===== config.mk =====
export PLATFORM = sky130hd
export DESIGN_NAME = dreg_xfer_unit
export DESIGN_NICKNAME = d
export VERILOG_FILES = /design/src/rtl/dxu_pkg.sv /design/src/rtl/dxu_decode.sv /design/src/rtl/dxu_xy_regs.sv /design/src/rtl/dxu_acc_slot.sv /design/src/rtl/dxu_store_path.sv /design/src/rtl/dreg_xfer_unit.sv
export SDC_FILE = /design/constraint.sdc
export NUM_CORES = 1
export LEC_CHECK = 0
export ABC_AREA = 1
export BUFFER_PORTS_ARGS = -buffer_cell sky130_fd_sc_hd__clkbuf_2
export CELL_PAD_IN_SITES_DETAIL_PLACEMENT = 0
export CELL_PAD_IN_SITES_GLOBAL_PLACEMENT = 1
export CORE_MARGIN = 2
export CORE_UTILIZATION = 38
export DETAILED_ROUTE_END_ITERATION = 6
export GPL_TIMING_DRIVEN = 0
export PLACE_DENSITY_LB_ADDON = 0.25
export SLEW_MARGIN = 30
export SYNTH_ARGS = -nofsm -noshare
export SYNTH_HDL_FRONTEND = slang
export SYNTH_SLANG_ARGS = --single-unit

===== constraint.sdc =====
create_clock -name clk -period 5.1 [get_ports clk]
set_clock_uncertainty 0.1 [all_clocks]
set_input_delay 1.02 -clock clk [delete_from_list [all_inputs] [get_ports clk]]
set_output_delay 1.02 -clock clk [all_outputs]
set_load 0.05 [all_outputs]

===== src/rtl/dxu_pkg.sv =====
package dxu_pkg;

   typedef enum logic [3:0] {
      XOP_NOP     = 4'd0,
      XOP_LD_YH   = 4'd1,
      XOP_LD_YL   = 4'd2,
      XOP_LD_AH   = 4'd3,
      XOP_LD_AL   = 4'd4,
      XOP_LD_X    = 4'd5,
      XOP_LD_YH_X = 4'd6,
      XOP_LD_YA_X = 4'd7,
      XOP_ST_YH   = 4'd8,
      XOP_ST_YL   = 4'd9,
      XOP_ST_AH   = 4'd10,
      XOP_ST_AL   = 4'd11
   } xop_e;

   typedef struct packed {
      logic yh_from_bus;
      logic yh_from_acc;
      logic yl_from_bus;
      logic x_from_ybus;
      logic x_from_xbus;
      logic ah_from_bus;
      logic al_from_bus;
      logic st_yh;
      logic st_yl;
      logic st_ah;
      logic st_al;
   } xfer_ctl_t;

   localparam xfer_ctl_t XFER_IDLE = '0;

endpackage


===== src/rtl/dxu_decode.sv =====
module dxu_decode
   import dxu_pkg::*;
(
   input  logic [3:0] op_i,
   output xfer_ctl_t  ctl_o
);

   always_comb begin
      ctl_o = XFER_IDLE;
      case (op_i)
         XOP_LD_YH:   ctl_o.yh_from_bus = 1'b1;
         XOP_LD_YL:   ctl_o.yl_from_bus = 1'b1;
         XOP_LD_AH:   ctl_o.ah_from_bus = 1'b1;
         XOP_LD_AL:   ctl_o.al_from_bus = 1'b1;
         XOP_LD_X:    ctl_o.x_from_ybus = 1'b1;
         XOP_LD_YH_X: begin
            ctl_o.yh_from_bus = 1'b1;
            ctl_o.x_from_xbus = 1'b1;
         end
         XOP_LD_YA_X: begin
            ctl_o.yh_from_acc = 1'b1;
            ctl_o.x_from_xbus = 1'b1;
         end
         XOP_ST_YH:   ctl_o.st_yh = 1'b1;
         XOP_ST_YL:   ctl_o.st_yl = 1'b1;
         XOP_ST_AH:   ctl_o.st_ah = 1'b1;
         XOP_ST_AL:   ctl_o.st_al = 1'b1;
         default:     ctl_o = XFER_IDLE;
      endcase
   end

endmodule


===== src/rtl/dxu_xy_regs.sv =====
module dxu_xy_regs #(
   parameter int DW = 16
) (
   input  logic          clk,
   input  logic          rst_n,
   input  logic          yh_from_bus_i,
   input  logic          yh_from_acc_i,
   input  logic          yl_from_bus_i,
   input  logic          x_from_ybus_i,
   input  logic          x_from_xbus_i,
   input  logic          clr_y_en_i,
   input  logic [DW-1:0] ybus_i,
   input  logic [DW-1:0] xbus_i,
   input  logic [DW-1:0] acc_hi_i,
   output logic [DW-1:0]   x_o,
   output logic [2*DW-1:0] y_o
);

   localparam int YW = 2 * DW;

   logic [DW-1:0] x_q;
   logic [YW-1:0] y_q;
   logic [DW-1:0] yh_src;
   logic          yh_load;

   assign yh_load = yh_from_bus_i | yh_from_acc_i;
   assign yh_src  = yh_from_acc_i ? acc_hi_i : ybus_i;

   always_ff @(posedge clk) begin
      if (!rst_n) begin
         y_q <= '0;
      end else if (yh_load) begin
         y_q[YW-1:DW] <= yh_src;
         if (clr_y_en_i) y_q[DW-1:0] <= '0;
      end else if (yl_from_bus_i) begin
         y_q[DW-1:0] <= ybus_i;
      end
   end

   always_ff @(posedge clk) begin
      if (!rst_n) begin
         x_q <= '0;
      end else if (x_from_xbus_i) begin
         x_q <= xbus_i;
      end else if (x_from_ybus_i) begin
         x_q <= ybus_i;
      end
   end

   assign x_o = x_q;
   assign y_o = y_q;

endmodule


===== src/rtl/dxu_acc_slot.sv =====
module dxu_acc_slot #(
   parameter int DW = 16,
   parameter int GW = 4
) (
   input  logic               clk,
   input  logic               rst_n,
   input  logic               ld_hi_i,
   input  logic               ld_lo_i,
   input  logic               clr_lo_en_i,
   input  logic [DW-1:0]      bus_i,
   input  logic               alu_we_i,
   input  logic [2*DW+GW-1:0] alu_val_i,
   output logic [2*DW+GW-1:0] acc_o
);

   localparam int AW = 2 * DW + GW;

   logic [AW-1:0] acc_q;
   logic [AW-1:0] hi_word;

   always_comb begin
      hi_word             = acc_q;
      hi_word[AW-1:2*DW]  = {GW{bus_i[DW-1]}};
      hi_word[2*DW-1:DW]  = bus_i;
      if (clr_lo_en_i) hi_word[DW-1:0] = '0;
   end

   always_ff @(posedge clk) begin
      if (!rst_n) begin
         acc_q <= '0;
      end else if (ld_hi_i) begin
         acc_q <= hi_word;
      end else if (ld_lo_i) begin
         acc_q[DW-1:0] <= bus_i;
      end else if (alu_we_i) begin
         acc_q <= alu_val_i;
      end
   end

   assign acc_o = acc_q;

endmodule


===== src/rtl/dxu_store_path.sv =====
module dxu_store_path #(
   parameter int DW      = 16,
   parameter int GW      = 4,
   parameter bit HAS_SAT = 1'b1
) (
   input  logic               st_yh_i,
   input  logic               st_yl_i,
   input  logic               st_ah_i,
   input  logic               st_al_i,
   input  logic               sat_en_i,
   input  logic [2*DW-1:0]    y_i,
   input  logic [2*DW+GW-1:0] acc_i,
   output logic [DW-1:0]      bus_o,
   output logic               oe_o
);

   localparam int AW = 2 * DW + GW;

   logic [DW-1:0] acc_hi_out;
   logic [DW-1:0] acc_lo_out;

   generate
      if (HAS_SAT) begin : g_sat
         logic [GW:0]   top_bits;
         logic          ovf;
         logic          neg;
         logic [DW-1:0] lim_hi;
         logic [DW-1:0] lim_lo;
         assign top_bits = acc_i[AW-1:2*DW-1];
         assign ovf      = ~((&top_bits) | ~(|top_bits));
         assign neg      = acc_i[AW-1];
         assign lim_hi   = neg ? {1'b1, {(DW-1){1'b0}}} : {1'b0, {(DW-1){1'b1}}};
         assign lim_lo   = neg ? {DW{1'b0}} : {DW{1'b1}};
         assign acc_hi_out = (sat_en_i && ovf) ? lim_hi : acc_i[2*DW-1:DW];
         assign acc_lo_out = (sat_en_i && ovf) ? lim_lo : acc_i[DW-1:0];
      end else begin : g_raw
         logic unused_guard;
         assign unused_guard = sat_en_i ^ (^acc_i[AW-1:2*DW]);
         assign acc_hi_out   = acc_i[2*DW-1:DW];
         assign acc_lo_out   = acc_i[DW-1:0];
      end
   endgenerate

   always_comb begin
      bus_o = '0;
      unique case (1'b1)
         st_yh_i: bus_o = y_i[2*DW-1:DW];
         st_yl_i: bus_o = y_i[DW-1:0];
         st_ah_i: bus_o = acc_hi_out;
         st_al_i: bus_o = acc_lo_out;
         default: bus_o = '0;
      endcase
   end

   assign oe_o = st_yh_i | st_yl_i | st_ah_i | st_al_i;

endmodule


===== src/rtl/dreg_xfer_unit.sv =====
module dreg_xfer_unit
   import dxu_pkg::*;
#(
   parameter int DW      = 16,
   parameter int GW      = 4,
   parameter int NUM_ACC = 2,
   parameter bit HAS_SAT = 1'b1,
   localparam int AW     = 2 * DW + GW,
   localparam int SELW   = (NUM_ACC > 1) ? $clog2(NUM_ACC) : 1
) (
   input  logic                  clk,
   input  logic                  rst_n,
   input  logic [3:0]            op_i,
   input  logic [SELW-1:0]       acc_sel_i,
   input  logic [DW-1:0]         ybus_i,
   input  logic [DW-1:0]         xbus_i,
   input  logic                  clr_y_en_i,
   input  logic                  clr_acc_en_i,
   input  logic                  sat_en_i,
   input  logic                  alu_we_i,
   input  logic [SELW-1:0]       alu_sel_i,
   input  logic [AW-1:0]         alu_val_i,
   output logic [DW-1:0]         ybus_o,
   output logic                  ybus_oe_o,
   output logic [DW-1:0]         x_o,
   output logic [2*DW-1:0]       y_o,
   output logic [NUM_ACC*AW-1:0] acc_flat_o
);

   if (DW < 2) begin : g_bad_dw
      $error("dreg_xfer_unit: DW must be at least 2");
   end
   if (GW < 1) begin : g_bad_gw
      $error("dreg_xfer_unit: GW must be at least 1");
   end
   if (NUM_ACC < 1 || NUM_ACC > 16) begin : g_bad_nacc
      $error("dreg_xfer_unit: NUM_ACC must be 1..16");
   end

   xfer_ctl_t     ctl;
   logic [AW-1:0] acc_q [NUM_ACC];
   logic [AW-1:0] acc_pick;

   dxu_decode u_dec (
      .op_i  (op_i),
      .ctl_o (ctl)
   );

   always_comb begin
      acc_pick = '0;
      for (int i = 0; i < NUM_ACC; i++) begin
         if (acc_sel_i == SELW'(i)) acc_pick = acc_q[i];
      end
   end

   dxu_xy_regs #(.DW(DW)) u_xy (
      .clk           (clk),
      .rst_n         (rst_n),
      .yh_from_bus_i (ctl.yh_from_bus),
      .yh_from_acc_i (ctl.yh_from_acc),
      .yl_from_bus_i (ctl.yl_from_bus),
      .x_from_ybus_i (ctl.x_from_ybus),
      .x_from_xbus_i (ctl.x_from_xbus),
      .clr_y_en_i    (clr_y_en_i),
      .ybus_i        (ybus_i),
      .xbus_i        (xbus_i),
      .acc_hi_i      (acc_pick[2*DW-1:DW]),
      .x_o           (x_o),
      .y_o           (y_o)
   );

   for (genvar g = 0; g < NUM_ACC; g++) begin : g_acc
      logic hit_bus;
      logic hit_alu;
      assign hit_bus = (acc_sel_i == SELW'(g));
      assign hit_alu = alu_we_i && (alu_sel_i == SELW'(g));

      dxu_acc_slot #(.DW(DW), .GW(GW)) u_slot (
         .clk         (clk),
         .rst_n       (rst_n),
         .ld_hi_i     (ctl.ah_from_bus & hit_bus),
         .ld_lo_i     (ctl.al_from_bus & hit_bus),
         .clr_lo_en_i (clr_acc_en_i),
         .bus_i       (ybus_i),
         .alu_we_i    (hit_alu),
         .alu_val_i   (alu_val_i),
         .acc_o       (acc_q[g])
      );

      assign acc_flat_o[g*AW +: AW] = acc_q[g];
   end

   dxu_store_path #(.DW(DW), .GW(GW), .HAS_SAT(HAS_SAT)) u_st (
      .st_yh_i  (ctl.st_yh),
      .st_yl_i  (ctl.st_yl),
      .st_ah_i  (ctl.st_ah),
      .st_al_i  (ctl.st_al),
      .sat_en_i (sat_en_i),
      .y_i      (y_o),
      .acc_i    (acc_pick),
      .bus_o    (ybus_o),
      .oe_o     (ybus_oe_o)
   );

endmodule


# After elaboration in Yosys (flattened, before gate mapping)
# Index checks and enable logic that the tools add are counted.
[word_totals]
inputBits = 80
ff_bits = 120
output_inout_bits = 137
word_cells = 86
[op_classes]
reduce_logical = 18
eq_ne = 16
n_mux = 32
bitwise = 13
[ops]
columns = ["cell", "count"]
rows = [
  ["$mux 16", 13],
  ["$mux 36", 5],
  ["$pmux 16 s4", 1],
  ["$mux 20", 2],
  ["$eq 4x3->1 const B", 4],
  ["$eq 4x4->1 const B", 4],
  ["$mux 1", 11],
  ["$reduce_and 2->1", 5],
  ["$eq 4x2->1 const B", 2],
  ["$reduce_bool 2->1", 4],
  ["$ne 2x2->1 const B", 3],
  ["$reduce_bool 3->1", 2],
  ["$or 1x1->1", 5],
  ["$reduce_and 5->1", 1],
  ["$reduce_or 5->1", 1],
  ["$and 1x1->1", 4],
  ["$eq 4x1->1 const B", 1],
  ["$ne 2x1->1 const B", 2],
  ["$not 1->1", 4],
  ["$reduce_or 2->1", 2],
  ["$logic_and 1x1->1", 3],
]

# Logic depth before layout (Yosys ltp)
# Gate-level depths: netlist of run 1.
[logic_depth]
word_depth = 8
ltp_mapped = 11
depth_no_buf = 10

# Cells and area by module
# Synthesis of run 1 repeated with hierarchy kept, for this count alone.
[unflattened]
cells_unflattened = 1193
hier_area_um2 = 7225.7
[by_module_without_submodules]
columns = ["mod", "area_each_um2", "cells_per_inst", "seq_area_each_um2", "instances"]
rows = [
  ["dxu_acc_slot", 1741.7, 277, 720.7, 2],
  ["dxu_xy_regs", 2118.3, 314, 960.9, 1],
  ["dxu_store_path", 940.9, 169, 0.0, 1],
  ["dreg_xfer_unit", 574.3, 129, 0.0, 1],
  ["dxu_decode", 108.9, 27, 0.0, 1],
]

# Worst setup path before layout of run 1
# OpenSTA, ideal clock, no wires.
[synth_timing]
kind = "input to output"
start = "input port op_i[3]"
end = "output port ybus_o[11]"
slack_ns = 1.542
t_arrival_ns = 2.438
t_required_ns = 3.980
n_path_buf = 1
cell_stages = 7
cell_sequence = "inv_2 nor2_2 buf_1 nand3_1 o21ai_0 inv_1 nand3_1"
[synth_between]
elab_chain_cells = 3
elab_cells_between_ends = 9
cone_classes = "eq/ne: 4; mux: 5"
[synth_lines]
columns = ["element", "line", "source"]
rows = [
  ["from (decl)", "dreg_xfer_unit.sv:13", "input logic [3:0] op_i,"],
  ["$eq 4x4->1", "dxu_decode.sv:10", "case (op_i)"],
  ["$mux 1", "dxu_decode.sv:10", ""],
  ["$pmux 16 s4 (*)", "dxu_store_path.sv:46", "unique case (1'b1)"],
  ["to (decl)", "dreg_xfer_unit.sv:23", "output logic [DW-1:0] ybus_o,"],
]
# Every way passes the cells marked *; elsewhere a longest branch is shown, timed or not.

# Final worst setup path of run 1
[layout_timing]
start = "input port acc_sel_i"
end = "output port ybus_o[15]"
[layout_between]
elab_chain_cells = 8
elab_cells_between_ends = 12
cone_classes = "mux: 6; bitwise: 3; reduce/logical: 3"
[layout_lines]
columns = ["element", "line", "source"]
rows = [
  ["from (decl)", "dreg_xfer_unit.sv:14", "input logic [SELW-1:0] acc_sel_i,"],
  ["$mux 36 (*)", "dreg_xfer_unit.sv:52", "if (acc_sel_i == SELW'(i)) acc_pick = acc_q[i];"],
  ["$reduce_or 5->1", "dxu_store_path.sv:30", "assign ovf = ~((&top_bits) | ~(|top_bits));"],
  ["$not 1->1", "dxu_store_path.sv:30", ""],
  ["$or 1x1->1", "dxu_store_path.sv:30", ""],
  ["$not 1->1", "dxu_store_path.sv:30", ""],
  ["$logic_and 1x1->1", "dxu_store_path.sv:34, dxu_store_path.sv:35", ""],
  ["$mux 16 (on tied branches)", "dxu_store_path.sv:35, dxu_store_path.sv:34", ""],
  ["$pmux 16 s4 (*)", "dxu_store_path.sv:46", ""],
]
# Marked as above.

==> results of run 1 <==
==> critical path: stages <==
cell and delay, ns:
clkbuf_2 0.11, inv_2 0.11, o21ai_0 0.58, nand3_1 0.14, nor2_1 0.11, o21ai_0 0.16
nand2_1 0.14, nand2_1 0.06, nand3_1 0.14, clkbuf_2 0.31
==> metal layers <==
metal  vias to the layer above  GRT usage (%)  part of all wire (%)
li1                       3558              -                     -
met1                      3482          42.51                    45
met2                       357          46.05                    45
met3                        55          5.327                   7.3
met4                         0          11.70                   3.1
met5                         -              0                     0
==> cell families (layout without fill, tap and decap cells) <==
logic type             Yosys count  count (layout)  share of synthesized area (%)
buffers and inverters          159             407                          10.59
AO/OA/AOI/OAI                  267             267                          24.03
AND/OR/NAND/NOR                333             333                          23.01
flip-flops                     120             120                          37.66
multiplexers                    30              30                          4.708
==> cells in the mapped netlist <==
library cell / n
nor2_8: 1
nor2_4: 1
nand3_1: 74
o21ai_0: 69
dfxtp_1: 120
nand2_1: 216
nand3_2: 5
o211ai_1: 23
inv_2: 10
nor2_2: 2
o22ai_1: 37
o21ai_4: 2
buf_1: 2
buf_4: 7
a211oi_1: 7
o21ai_1: 6
buf_6: 2
a21oi_1: 88
inv_4: 1
inv_1: 87
nor3_2: 1
nand2_4: 1
a31oi_1: 29
nand3_4: 3
o31ai_1: 1
buf_2: 27
a22oi_1: 4
a21oi_2: 1
nand2_2: 4
nor2_1: 25
clkbuf_1: 22
mux2i_1: 30
clkinv_2: 1
==> flip-flops by register name (all words and copies together) (netlist names) <==
register and flops:
u_xy.x_o 16, u_xy.y_o 32, g_acc.u_slot.acc_o 72
==> power groups by stage <==
stage	Clock [mW]	Sequential, mW	Combinational, mW
3_5_place_dp	0	1.06	0.627
3_3_place_gp	0	1.06	0.624
5_1_grt	1.26	1.04	0.674
4_1_cts	1.23	1.04	0.629
6_report	1.22	1.04	0.634
2_1_floorplan	0	1.23	0.241
==> through the flow <==
| stage | worst slack (ns) | std cells |
|---|---|---|
| 3_5_place_dp | 1.212 | 1345 |
| 5_1_grt | 1.024 | 1377 |
| 6_report | 1.098 | 1377 |
| 3_3_place_gp | 1.223 | 1345 |
| 2_1_floorplan | 1.542 | 909 |
| 4_1_cts | 1.199 | 1377 |
==> path summary, 6_finish.rpt <==
check,depth (start not counted),endpoint
setup / recovery,10,ybus_o[15]
hold / removal,2,g_acc[0].u_slot.acc_o[5]
setup reg to reg,4,u_xy.y_o[31]
hold reg to reg,2,g_acc[0].u_slot.acc_o[5]
==> cell type report <==
class,count,area (sq um)
multi-input cells,630,3301
repair buffers,216,1081
flip-flops and latches,120,2402
fillers,1726,8199
plain buffers,60,300.3
well taps,220,275.3
clock inverters,14,151.4
inverters,99,375.4
clock buffers,18,439.2
==> summary.md, run 1 <==
| Metric | Value |
|---|---|
| Status | completed |
| Dpl cell area | 7735 sq um |
| Hold WS | 0.3765 ns |
| Sequential Power Share | 35.9% |
| Worst setup path startpoint | acc_sel_i |
| Initial DRC count | 684 |
| Worst Path Arrival | 2.88 ns |
| Fin nets | 1224 |
| Pin count of the biggest net entering global routing | 17 |
| CTS tree | built |
| Clock share of power | 42.2% |
| Final ANT Viol Nets | 0 |
| Cell-internal power | 1.884 mW |
| Wirelength per Cell | 19.77 um |
| Net Sw Power | 1.011 mW |
| Leading area contributor after synthesis | dfxtp_1 |
| Hold Crit Class | reg -> reg |
| Layout cells sized above 1 | 27.40% |
| Die Span Y | 133.6 um |
| Final WL | 27220 um |
| Via Count | 7452 |
| # IOs | 217 |
| Post-synth top area share | 37.66% |
| HPWL after DPL | 20620 um |
| Crit end category | primary output |
| Syn Area/Cell | 7.017 sq um |
| Gpl congestion | 0.9213 |
| CTS sink cnt | 120 |
| Largest cells by area after synthesis | dfxtp_1 (38%), nand2_1 (13%), a21oi_1 (6.9%) |
| Antenna Cells | 0 |
| Setup TNS | 0 ns |
| Tightest Pin Transition | 0.7705 ns |
| Combinational group share of total power | 21.9% |
| Initial Utilization | 38.60% |
| Setup crit start kind | input port |
| Vias in the first global route | 6810 |
| DIE WIDTH | 133.6 um |
| Sequential area share after synthesis | 37.66% |
| Layout area overhead | 30.52% |
| Final Hold Fails | 0 |
| Critical Path RT | 3.98 ns |
| Pwr Total | 2.895 mW |
| CTS Buf Count | 17 |
| Root Driver | clkbuf_16 |
| Register-to-register setup slack | 3.63 ns |
| Max frequency | 249.9 MHz |
| GR Overflow Total | 0 |
| Port bufs | 216 |
| RSZ-0062 raised after global routing | false |
| Max clock buf depth | 2 |
| Fin crit share | 78.47% |
| Setup violations, final | 0 |
| Routed vias/inst | 5.412 |
| Worst-Skew Late Latency | 0.43 ns |
| DRC | 0 |
| Initial antenna violation count | 0 |
| Largest vdd supply drop | 0.2364 mV |
| Slew Viols, Final | 0 |
| Post-CTS sizing | 0 |
| Clock-pin slew of the registers on the worst-case setup and hold paths | 0.05 ns |
| Post-route minimum period | 4.002 ns |
| First-pass DRT Iterations | 6 |
| Netlist Area Pre-Place | 6379 sq um |
| H-tree depth | 4 |
| Switching share of power | 34.91% |
| Commonest non-fill, non-tap cells in the layout | nand2_1 (216), clkbuf_2 (216), dfxtp_1 (120), a21oi_1 (88), inv_1 (87) |
| Full die area | 17840 sq um |
| Hold_buf cts | 0 |
| Setup CP Type | in -> out |
| Cell count after synthesis | 909 |
| Worst hold start | g_acc[0].u_slot.acc_o[5] |
| Rel. slew slack | 48.64% |
| Worst r2r src | g_acc[1].u_slot.acc_o[31] |
| Max cap viols | 0 |
| Yosys reg bits | 120 |
| Critical path peak fanout | 10 |
| Site Rows | 47 |
| Core footprint | 16520 sq um |
| Syn nets | 989 |
| YS warnings | 0 |
| All-Layer GR Usage | 30.22% |
| Postcts setup bufs | 0 |
| Yosys cell types | 33 |
| Final Core Density | 50.38% |
| Pwr Density | 347.7 nW/um^2 |
| Final instance area | 8325 sq um |
| LEAKAGE | 3.893 nW |
| First-pass GRT wire length | 40500 um |
No activity file was read; power rests on OpenSTA's default activity.
==> inputs of run 2 (changes only) <==
--- a/config.mk
+++ b/config.mk
@@ -10,7 +10,7 @@
 export CELL_PAD_IN_SITES_DETAIL_PLACEMENT = 0
 export CELL_PAD_IN_SITES_GLOBAL_PLACEMENT = 1
 export CORE_MARGIN = 2
-export CORE_UTILIZATION = 38
+export CORE_UTILIZATION = 35
 export DETAILED_ROUTE_END_ITERATION = 6
 export GPL_TIMING_DRIVEN = 0
 export PLACE_DENSITY_LB_ADDON = 0.25
==> constraint.sdc (replaced) <==
create_clock -name clk -period 3.8 [get_ports clk]
set_clock_uncertainty 0.1 [all_clocks]
set_input_delay 0.76 -clock clk [delete_from_list [all_inputs] [get_ports clk]]
set_output_delay 0.76 -clock clk [all_outputs]
set_load 0.05 [all_outputs]
==> summary.md, run 2 (synthesis results as in run 1) <==
| Metric | Value |
|---|---|
| Status | completed |
| All-Layer GR Usage | 27.88% |
| Dpl ws | 0.3993 ns |
| Switching share of power | 33.10% |
| CTS Buf Count | 17 |
| Final ANT Viol Nets | 0 |
| Setup ws final | 0.3275 ns |
| DRC | 0 |
| Pwr Total | 3.998 mW |
| Setup TNS | 0 ns |
| Dpl cells | 1354 |
| Worst Path Arrival | 2.61 ns |
| Hold_buf cts | 0 |
| Max cap viols | 0 |
| Setup crit start kind | input port |
| Final std cells w/o fill | 1386 |
| Max frequency | 288.0 MHz |
| Critical Path RT | 2.94 ns |
| Largest vdd supply drop | 0.3345 mV |
| Layout cells sized above 1 | 27.31% |
| Gpl congestion | 0.9094 |
| Layout area overhead | 31.31% |
| LEAKAGE | 3.924 nW |
| RSZ-0062 raised after global routing | false |
| Largest register FFs | 72 |
| Hold Crit Class | reg -> reg |
| H-tree depth | 4 |
| Clock share of power | 43.8% |
| GR Overflow Total | 0 |
| # fillers | 1944 |
| Max clock buf depth | 2 |
| Port bufs | 216 |
| Sequential Power Share | 34.9% |
| Full die area | 19320 sq um |
| Final instance area | 8376 sq um |
| Initial Utilization | 35.63% |
| CTS sink cnt | 120 |
| Post-route minimum period | 3.473 ns |
| # IOs | 217 |
| Die Span Y | 139 um |
| Setup violations, final | 0 |
| Postcts setup bufs | 0 |
| First-pass DRT Iterations | 5 |
| CTS tree | built |
| HPWL after DPL | 21200 um |
| Initial antenna violation count | 0 |
| Antenna Cells | 0 |
| Pwr Density | 477.3 nW/um^2 |
| Commonest non-fill, non-tap cells in the layout | nand2_1 (216), clkbuf_2 (216), dfxtp_1 (120), a21oi_1 (88), inv_1 (87) |
| Fin crit share | 91.38% |
| Post-CTS sizing | 0 |
| Rel. slew slack | 50.82% |
| Initial DRC count | 706 |
| Net Sw Power | 1.323 mW |
| Setup CP Type | in -> out |
| Root Driver | clkbuf_16 |
| Final Hold Fails | 0 |
| Tightest Pin Transition | 0.7300 ns |
| Site Rows | 49 |
| Vias in the first global route | 6863 |
| Final WL | 27680 um |
| Cell-internal power | 2.675 mW |
| Wirelength per Cell | 19.97 um |
| Pin count of the biggest net entering global routing | 17 |
| Via Count | 7416 |
| Dpl cell area | 7746 sq um |
| Slew Viols, Final | 0 |
| Worst-Skew Late Latency | 0.43 ns |
| Crit end category | primary output |
| Clock-pin slew of the registers on the worst-case setup and hold paths | 0.06 ns |
| Routed vias/inst | 5.351 |
| First-pass GRT wire length | 40880 um |
| Core footprint | 17900 sq um |
| Fin nets | 1224 |
| Critical path peak fanout | 10 |
| DIE WIDTH | 139 um |
| Combinational group share of total power | 21.4% |
run 2: per-stage QoR:
stage                     util [%]  hold WS (ns)
final                        46.79        0.3824
after floorplan                  -        0.5901
after global placement       43.27        0.3673
after CTS                    46.79        0.3836
after global routing         46.79        0.3901
after detailed placement     43.27        0.3731
run 2: cell type report:
type                       count  area (sq um)  area share, %
multi-input combinational    630          3301          39.41
inverter                      99         375.4          4.482
clock inverter                12         172.7          2.062
clock buffer                  20         456.7          5.453
buffer                        60         300.3          3.585
timing repair buffer         216          1081          12.91
sequential                   120          2402          28.68
tap                          229         286.5          3.421
run 2: metal layers:
metal,share of wire [%],GRT usage (%),vias to the layer above
met4,2.5,10.10,0
met3,8.3,5.283,41
li1,-,-,3569
met1,44,38.53,3444
met2,46,43.51,362
met5,0,0,-
run 2: critical path, stage by stage:
cell and delay, ns:
clkbuf_2 0.11, inv_2 0.11, o21ai_0 0.61, nand3_1 0.14, nor2_1 0.13, o21ai_0 0.08, nand2_1 0.17, nand2_1 0.07
nand3_1 0.13, clkbuf_2 0.30
run 2: path summary, 6_finish.rpt:
path         slack (ns)                 startpoint  cells past startpoint                        to
min                0.38   g_acc[0].u_slot.acc_o[5]                      2  g_acc[0].u_slot.acc_o[5]
min reg2reg        0.38   g_acc[0].u_slot.acc_o[5]                      2  g_acc[0].u_slot.acc_o[5]
max reg2reg        2.25  g_acc[1].u_slot.acc_o[31]                      4              u_xy.y_o[31]
max                0.33                  acc_sel_i                     10                ybus_o[15]
run 2: power by group through the flow:
stage	Clock (mW)	Combinational, mW	Sequential, mW
2_1_floorplan	0	0.324	1.66
3_3_place_gp	0	0.844	1.42
3_5_place_dp	0	0.846	1.42
4_1_cts	1.76	0.849	1.39
5_1_grt	1.80	0.907	1.40
6_report	1.75	0.854	1.39
==> inputs of run 3 (changes only) <==
--- a/config.mk
+++ b/config.mk
@@ -7,14 +7,14 @@
 export LEC_CHECK = 0
 export ABC_AREA = 1
 export BUFFER_PORTS_ARGS = -buffer_cell sky130_fd_sc_hd__clkbuf_2
-export CELL_PAD_IN_SITES_DETAIL_PLACEMENT = 0
-export CELL_PAD_IN_SITES_GLOBAL_PLACEMENT = 1
 export CORE_MARGIN = 2
-export CORE_UTILIZATION = 35
+export CORE_UTILIZATION = 54
+export CTS_BUF_LIST = sky130_fd_sc_hd__clkbuf_2 sky130_fd_sc_hd__clkbuf_4 sky130_fd_sc_hd__clkbuf_8
 export DETAILED_ROUTE_END_ITERATION = 6
 export GPL_TIMING_DRIVEN = 0
 export PLACE_DENSITY_LB_ADDON = 0.25
 export SLEW_MARGIN = 30
 export SYNTH_ARGS = -nofsm -noshare
 export SYNTH_HDL_FRONTEND = slang
+export SYNTH_HIERARCHICAL = 1
 export SYNTH_SLANG_ARGS = --single-unit
==> summary.md, run 3 <==
| Metric | Value |
|---|---|
| Dpl ws | 0.5007 ns |
| Vias in the first global route | 7308 |
| Tightest Pin Transition | 0.6362 ns |
| Site Rows | 42 |
| Worst path most repeated cell | nand2_1 |
| Count leader, synth | nand2_1 |
| Syn Area/Cell | 6.057 sq um |
| Initial antenna violation count | 0 |
| Post-CTS sizing | 0 |
| Crit-path slowest cell | clkbuf_2 |
| Hold_buf cts | 0 |
| Final ANT Viol Nets | 0 |
| Hold Crit Class | reg -> reg |
| Final WL | 25640 um |
| GR Overflow Total | 0 |
| Fin nets | 1507 |
| Port bufs | 215 |
| Yosys reg bits | 120 |
| Worst r2r src | g_acc[1].u_slot/acc_o[22] |
| Leading area contributor after synthesis | dfxtp_1 |
| Worst Path Arrival | 2.47 ns |
| Netlist Area Pre-Place | 7226 sq um |
| H-tree depth | 4 |
| RSZ-0062 raised after global routing | false |
| Yosys cell types | 33 |
| DRC | 0 |
| Largest cells by area after synthesis | dfxtp_1 (33%), nand2_1 (31%), nand3_1 (5.8%) |
| Register-to-register setup slack | 2.68 ns |
| Postcts setup bufs | 0 |
| Crit end category | primary output |
| Max frequency | 300.0 MHz |
| Wirelength per Cell | 15.86 um |
| Worst setup path startpoint | acc_sel_i |
| Setup crit start kind | input port |
| Slew Viols, Final | 0 |
| Root Driver | clkbuf_8 |
| Setup ws final | 0.4667 ns |
| Post-route minimum period | 3.333 ns |
| Max incr delay on CP | 0.30 ns |
| Fin crit share | 87.72% |
| Pin count of the biggest net entering global routing | 18 |
| Via Count | 8599 |
| Setup TNS | 0 ns |
| DIE WIDTH | 119.7 um |
| Gpl congestion | 0.9718 |
| Dpl cell area | 8522 sq um |
| Largest register FFs | 72 |
| Critical path peak fanout | 10 |
| CTS sink cnt | 120 |
| First-pass GRT wire length | 38250 um |
| CTS tree | built |
| LEAKAGE | 5.071 nW |
| CTS Buf Count | 17 |
| Routed vias/inst | 5.321 |
| Final instance area | 8962 sq um |
| Rel. slew slack | 57.59% |
| Initial DRC count | 924 |
| Crit path cell chain | buf_6 > inv_8 > buf_6 > nand2_1 > nand2_1 > inv_2 > nor2_1 > nand2_1 > nand3_4 > buf_8 > nand2_1 > nand2_1 > nand2_1 > nand3_1 > clkbuf_2 |
| Buf+Inv Stages, Crit Path | 6 |
| Clock-pin slew of the registers on the worst-case setup and hold paths | 0.07 ns |
| # IOs | 217 |
| Post-synth top area share | 33.25% |
| Final Hold Fails | 0 |
| Core footprint | 13140 sq um |
| First-pass DRT Iterations | 6 |
| Layout cells sized above 1 | 25.14% |
| Top FF cell, synth | dfxtp_1 |
| Max cap viols | 0 |
| Worst hold start | g_acc[1].u_slot/acc_o[6] |
| Commonest non-fill, non-tap cell in the layout | nand2_1 |
| Most frequent cells after synthesis | nand2_1 (591), dfxtp_1 (120), nand3_1 (84) |
| Worst-Skew Late Latency | 0.45 ns |
| All-Layer GR Usage | 35.07% |
| Largest vdd supply drop | 0.2516 mV |
| Die Span Y | 119.7 um |
| EDFF count, synth | 0 |
| YS warnings | 6 |
| Setup CP Type | in -> out |
| Commonest non-fill, non-tap cells in the layout | nand2_1 (591), clkbuf_2 (215), dfxtp_1 (120), nand3_1 (84), nor2_1 (79) |
| Setup violations, final | 0 |
| Cell count after synthesis | 1193 |
| Initial Utilization | 55.00% |
| Sequential area share after synthesis | 33.25% |
| Cell family with most CP delay | buffers and inverters |
| Antenna Cells | 0 |
| Pwr Total | 3.520 mW |
| Share of synthesized registers carrying an async set or reset | 0% |
| Final Core Density | 68.22% |
| Pwr Density | 392.7 nW/um^2 |
| HPWL after DPL | 19180 um |
| Syn nets | 1273 |
| Full die area | 14320 sq um |
| Critical Path RT | 2.94 ns |
| Layout area overhead | 24.03% |
| Status | completed |
| Max clock buf depth | 2 |
## run 3: kinds of logic (layout without fill, tap and decap cells)
family	after synthesis	after routing	share of synthesized area, %
AOI/OAI and AO/OA	117	117	9.108
buffers and inverters	160	407	11.76
DFF	120	120	33.25
and+or+nand+nor	796	796	45.89
## run 3: metrics by stage
step / instances / hold slack (ns)
floorplan: 1193 / 0.5907
global placement: 1584 / 0.3657
detailed placement: 1584 / 0.3697
CTS: 1616 / 0.3805
global route: 1616 / 0.3906
finish: 1616 / 0.3775
## run 3: path summary, 6_finish.rpt
check                                  end  cells after the start
setup / recovery                ybus_o[15]                     15
hold / removal    g_acc[1].u_slot/acc_o[6]                      2
setup reg to reg              u_xy/y_o[22]                      6
hold reg to reg   g_acc[1].u_slot/acc_o[6]                      2
## run 3: worst register-to-register path, delay by kind of cell, from the launching register on
family	cells	cell delay (ns)
buffers and inverters	1	0.06
AND/OR/NAND/NOR	5	0.51
flip-flops	1	0.41
## run 3: where the power goes
part           total [mW]  leakage (nW)  switching [mW]  internal [mW]
Clock                1.26         0.227           0.519          0.738
Combinational       0.879          3.86           0.639          0.240
Sequential           1.38         0.981          0.0589           1.33
## run 3: metal layers
metal  vias up  track usage, %  share of wire (%)
met5         -               0                  0
met4         0           16.76                4.2
met3        77           7.414                 10
met2       514           56.21                 46
met1      3851           45.01                 40
li1       4157               -                  -
## run 3: area by class of cell
type | count | area [sq um]
buffer | 72 | 510.5
timing repair buffer | 215 | 1076
multi-input combinational | 913 | 3974
sequential | 120 | 2402
tap | 176 | 220.2
clock buffer | 26 | 357.8
inverter | 88 | 339.1
clock inverter | 6 | 82.58
fill | 1244 | 4175
